==> src/rtl/pwm_fault_pkg.sv <==
package pwm_fault_pkg;

    typedef enum logic [1:0] {
        ST_CLEAR = 2'd0,
        ST_TRIP  = 2'd1,
        ST_HELD  = 2'd2
    } fstate_e;

    typedef struct packed {
        logic all_chan;
        logic halt_en;
        logic pol_a;
        logic pol_b;
        logic latch;
    } ctl_t;

    localparam ctl_t CTL_RESET = '{all_chan: 1'b1, halt_en: 1'b0,
                                   pol_a: 1'b0, pol_b: 1'b0, latch: 1'b0};

endpackage

==> src/rtl/pfo_sync.sv <==
module pfo_sync #(
    parameter int           WIDTH   = 3,
    parameter int           STAGES  = 2,
    parameter logic [WIDTH-1:0] RST_VAL = '0
) (
    input  logic             clk,
    input  logic             rst_n,
    input  logic [WIDTH-1:0] d,
    output logic [WIDTH-1:0] q
);
    logic [WIDTH-1:0] chain [STAGES];

    for (genvar s = 0; s < STAGES; s++) begin : g_stage
        if (s == 0) begin : g_first
            always_ff @(posedge clk or negedge rst_n) begin
                if (!rst_n) chain[s] <= RST_VAL;
                else        chain[s] <= d;
            end
        end else begin : g_next
            always_ff @(posedge clk or negedge rst_n) begin
                if (!rst_n) chain[s] <= RST_VAL;
                else        chain[s] <= chain[s-1];
            end
        end
    end

    assign q = chain[STAGES-1];
endmodule

==> src/rtl/pfo_cfg.sv <==
module pfo_cfg
    import pwm_fault_pkg::*;
#(
    parameter int N_OUT = 8
) (
    input  logic             clk,
    input  logic             rst_n,
    input  logic             we,
    input  ctl_t             ctl_d,
    input  logic [N_OUT-1:0] idle_d,
    output ctl_t             ctl_q,
    output logic [N_OUT-1:0] idle_q
);
    always_ff @(posedge clk or negedge rst_n) begin
        if (!rst_n) begin
            ctl_q  <= CTL_RESET;
            idle_q <= '0;
        end else if (we) begin
            ctl_q  <= ctl_d;
            idle_q <= idle_d;
        end
    end
endmodule

==> src/rtl/pfo_fsm.sv <==
module pfo_fsm
    import pwm_fault_pkg::*;
(
    input  logic    clk,
    input  logic    rst_n,
    input  logic    src,
    input  logic    latch,
    input  logic    clr,
    output fstate_e state,
    output logic    override
);
    fstate_e nxt;

    always_comb begin
        nxt = state;
        unique case (state)
            ST_CLEAR: if (src) nxt = latch ? ST_HELD : ST_TRIP;
            ST_TRIP: begin
                if (!src)      nxt = ST_CLEAR;
                else if (latch) nxt = ST_HELD;
            end
            ST_HELD:  if (!src && (clr || !latch)) nxt = ST_CLEAR;
            default:  nxt = ST_CLEAR;
        endcase
    end

    always_ff @(posedge clk or negedge rst_n) begin
        if (!rst_n) state <= ST_CLEAR;
        else        state <= nxt;
    end

    always_comb begin
        override = (state != ST_CLEAR);
    end
endmodule

==> src/rtl/pwm_fault_gate.sv <==
module pwm_fault_gate
    import pwm_fault_pkg::*;
#(
    parameter int N_OUT  = 8,
    parameter int N_LOW  = 6,
    parameter int STAGES = 2
) (
    input  logic             clk,
    input  logic             rst_n,
    input  logic             fault_a_in,
    input  logic             fault_b_in,
    input  logic             dbg_halt,
    input  logic [N_OUT-1:0] pwm_raw,
    input  logic             cfg_we,
    input  logic             cfg_all_chan,
    input  logic             cfg_halt_en,
    input  logic             cfg_pol_a,
    input  logic             cfg_pol_b,
    input  logic             cfg_latch,
    input  logic [N_OUT-1:0] cfg_idle,
    input  logic             clr_strobe,
    output logic [N_OUT-1:0] pwm_out,
    output logic             fault_flag
);
    localparam int NSRC = 3;

    ctl_t             ctl_d, ctl_q;
    logic [N_OUT-1:0] idle_q;
    logic [NSRC-1:0]  sync_q;
    logic             act_a, act_b, act_h, fault_src, override;
    fstate_e          fsm_state;

    assign ctl_d = '{all_chan: cfg_all_chan, halt_en: cfg_halt_en,
                     pol_a: cfg_pol_a, pol_b: cfg_pol_b, latch: cfg_latch};

    pfo_cfg #(.N_OUT(N_OUT)) u_cfg (
        .clk    (clk),
        .rst_n  (rst_n),
        .we     (cfg_we),
        .ctl_d  (ctl_d),
        .idle_d (cfg_idle),
        .ctl_q  (ctl_q),
        .idle_q (idle_q)
    );

    pfo_sync #(.WIDTH(NSRC), .STAGES(STAGES), .RST_VAL(3'b011)) u_sync (
        .clk   (clk),
        .rst_n (rst_n),
        .d     ({dbg_halt, fault_b_in, fault_a_in}),
        .q     (sync_q)
    );

    assign act_a     = ctl_q.pol_a ? sync_q[0] : ~sync_q[0];
    assign act_b     = ctl_q.pol_b ? sync_q[1] : ~sync_q[1];
    assign act_h     = ctl_q.halt_en & sync_q[2];
    assign fault_src = act_a | act_b | act_h;

    pfo_fsm u_fsm (
        .clk      (clk),
        .rst_n    (rst_n),
        .src      (fault_src),
        .latch    (ctl_q.latch),
        .clr      (clr_strobe),
        .state    (fsm_state),
        .override (override)
    );

    for (genvar i = 0; i < N_OUT; i++) begin : g_out
        logic forced;
        if (i < N_LOW) begin : g_low
            assign forced = override;
        end else begin : g_high
            assign forced = override & ctl_q.all_chan;
        end
        assign pwm_out[i] = forced ? idle_q[i] : pwm_raw[i];
    end

    assign fault_flag = override;
endmodule

==> config.mk <==
export PLATFORM = sky130hd
export DESIGN_NAME = pwm_fault_gate
export DESIGN_NICKNAME = d
export VERILOG_FILES = /design/src/rtl/pwm_fault_pkg.sv /design/src/rtl/pfo_sync.sv /design/src/rtl/pfo_cfg.sv /design/src/rtl/pfo_fsm.sv /design/src/rtl/pwm_fault_gate.sv
export SDC_FILE = /design/constraint.sdc
export NUM_CORES = 1
export LEC_CHECK = 0
export ABC_AREA = 1
export BUFFER_PORTS_ARGS = -buffer_cell sky130_fd_sc_hd__buf_4
export CAP_MARGIN = 20
export CORE_AREA = 2 2 49 51
export DETAILED_ROUTE_END_ITERATION = 7
export DIE_AREA = 0 0 51 53
export GPL_TIMING_DRIVEN = 0
export PLACE_DENSITY = 0.72
export SKIP_CTS_REPAIR_TIMING = 1
export SLEW_MARGIN = 20
export SYNTH_ARGS = -nofsm -noshare
export SYNTH_HDL_FRONTEND = slang
export SYNTH_SLANG_ARGS = --single-unit
==> constraint.sdc <==
create_clock -name clk -period 1.56 [get_ports clk]
set_clock_uncertainty 0.2 [all_clocks]
set_input_delay 0.078 -clock clk [delete_from_list [all_inputs] [get_ports clk]]
set_output_delay 0.078 -clock clk [all_outputs]
set_load 0.005 [all_outputs]
==> impl_metrics.toml <==
[global_routing]
grt_pass1_vias = 752
grt_pass1_wl_um = 3220
grtUsageTotal_pct = 16.6
grt_overflow = 0
grt_max_degree = 22
antenna_found_initial = 0

[setup_path]
regToRegStartpoint = "u_cfg.ctl_q[3]"
cp_slowest_stage_delay_ps = 420
path_cells = "nor2_4 > buf_6 > nand2_2 > o21ai_1 > buf_4"
cp-end-kind = "output port"
crit_type = "reg -> out"
cp.required_ps = 1280
start_kind = "register"
startpoint = "u_fsm.state[1]"
crit_fanout = 5
slowest_stage = "dfrtp_1"
cp_top_family = "flip-flops"
crit_buf_inv = 2
worstPathArrival_ps = 1330

[sta]
setup_viol = 8
fin_crit_ps = 1610
fin_crit_sh_pct = 103
worstMarginPinSlew_ps = 264
setup_ws_ps = -50.7
fin_hold_ws_ps = 17.3
maxSlewHeadroom_pct = 82.4
slew_viol_final = 0
fmax_mhz = 621
hold_violations = 0
rsz0062_at_grt = "true"

[layout]
utilization_pct = 72.2
final-seq-area_um2 = 532
fillers = 184
fin_nets = 196
area_growth_syn_to_layout_pct = 67.3
final_common_cell = "buf_4"
drive_gt1_share_pct = 44.9
layout_common_cells = "40 x buf_4, 21 x dlygate4sd3_1, 18 x nand2_1"
final_cell_area_mm2 = 0.00155
multi_input_area_um2 = 354

[power]
power_mw = 1.82
power_leakage_nw = 0.780
p_per_area_mw_per_mm2 = 1170
irDropWorstVdd_mv = 0.733

[routing]
drc = 0
wl_um = 2360
first_iter_violations = 16
vias = 906
drt-pass1-iter-count = 4
via_per_inst = 4.62
ant_nets = 0
wl_per_cell_um = 12.0

[synth]
netlist.top_cell.by_area = "dfrtp_1"
synth_top_area_share_pct = 43.2
synth_area_leaders = "dfrtp_1 43%, dfstp_2 14%, nand2_1 9.7%"
syn_area_per_cell_um2 = 9.18
synth_nets = 129
netlist_instances = 101
synth-seq-area-share_pct = 57.4
synth-seq-cells = 21
yosysWarnings = 0
syn_area_um2 = 927
synth_cell_types = 18

[clock_network]
clk_latency_ps = 310
cts_buffers = 3
cts_num_sinks = 21
htreeDepth = 1
cts_root_buf = "clkbuf_4"
clk_pin_slew_worst_paths_ps = 110
clk_path_buf_depth = 2
tritoncts = "done"

[placement]
routabilityCongestion = 0.693
pre_cts_ws_ps = 208
place_area_mm2 = 0.00123
hpwl_um = 1450
place.port_buffers = 36

[job]
maxCapViolCount = 0

[min_path]
hold_path_class = "in -> reg"
worstHoldStart = "cfg_we"

[die]
initial_core_util_pct = 43.2
io_pins = 37
die_h_um = 53
dieArea_mm2 = 0.00270
core_mm2 = 0.00215
dieWidth_um = 51
fp-row-count = 17

[status]
failed_checks = "setup timing"
status = "finished with violations"
==> per-layer routing <==
metal	track usage, %	vias up	wire length, um
met5	0	-	0
met2	26.6	34	1260
met1	19.7	418	900
li1	-	447	-
met4	10.8	0	67
met3	4.24	7	132
==> cell type report <==
cell class,count,area share (%)
Antenna cell,1,0.161
Tap cell,28,2.26
Clock buffer,4,1.69
Buffer,3,1.37
Sequential cell,21,34.3
Timing Repair Buffer,62,33.6
Inverter,15,3.79
Multi-Input combinational cell,62,22.8
==> logic make-up (layout without fill, tap and decap cells) <==
group	Yosys count	after routing	synth area share [%]
AOI/OAI and AO/OA	19	19	10.3
buffers and inverters	18	84	7.96
DFF	21	21	57.4
muxes	3	3	3.64
other	0	1	0
and+or+nand+nor	40	40	20.8
==> state kept, by name, summed over array words and instances, names as in the netlist <==
| name | cells |
|---|---|
| u_fsm.state | 2 |
| u_cfg.idle_q | 8 |
| u_cfg.ctl_q | 5 |
| u_sync.chain | 3 |
| u_sync.q | 3 |
==> path summary, 6_finish.rpt <==
check                                  endpoint  cells past startpoint  slack [ps]
worst max-delay path                 pwm_out[5]                      5         -50
min in group asynchronous       u_cfg.idle_q[7]                      3         510
worst max register to register   u_cfg.ctl_q[3]                      2          40
worst min-delay path            u_cfg.idle_q[4]                      3          20
max in group asynchronous       u_sync.chain[3]                      3         380
worst min register to register      u_sync.q[0]                      0         160
==> through the flow <==
stage / setup TNS, ps / cells
finish: -245 / 196
global placement: 0 / 165
detailed placement: 0 / 165
floorplan: 0 / 101
global route: -807 / 195
CTS: -745 / 169
==> power breakdown <==
group | total [mW] | leakage [nW] | switching (mW) | internal [mW]
combinational | 0.903 | 0.520 | 0.413 | 0.491
sequential | 0.655 | 0.246 | 0.0417 | 0.613
clock | 0.264 | 0.0150 | 0.164 | 0.0999
total | 1.82 | 0.780 | 0.618 | 1.20
==> cell usage after synthesis <==
cell type  count
buf_2          1
buf_4          1
clkbuf_2       1
dfrtp_1       16
dfstp_2        5
inv_1         12
inv_2          3
mux2_2         3
nand2_1       24
nand2_2        4
nand3_1        2
nand3_2        2
nand4_1        1
nor2_1         4
nor2_2         2
nor2b_4        1
o21ai_0       11
o21ai_1        8
==> worst register-to-register path: cells and delay by family, from the launching register on <==
family / cells / cell delay [ps]
buffers and inverters: 1 / 550
muxes: 1 / 260
DFF: 1 / 400
Note: power is estimated with default switching activity, not from simulation.
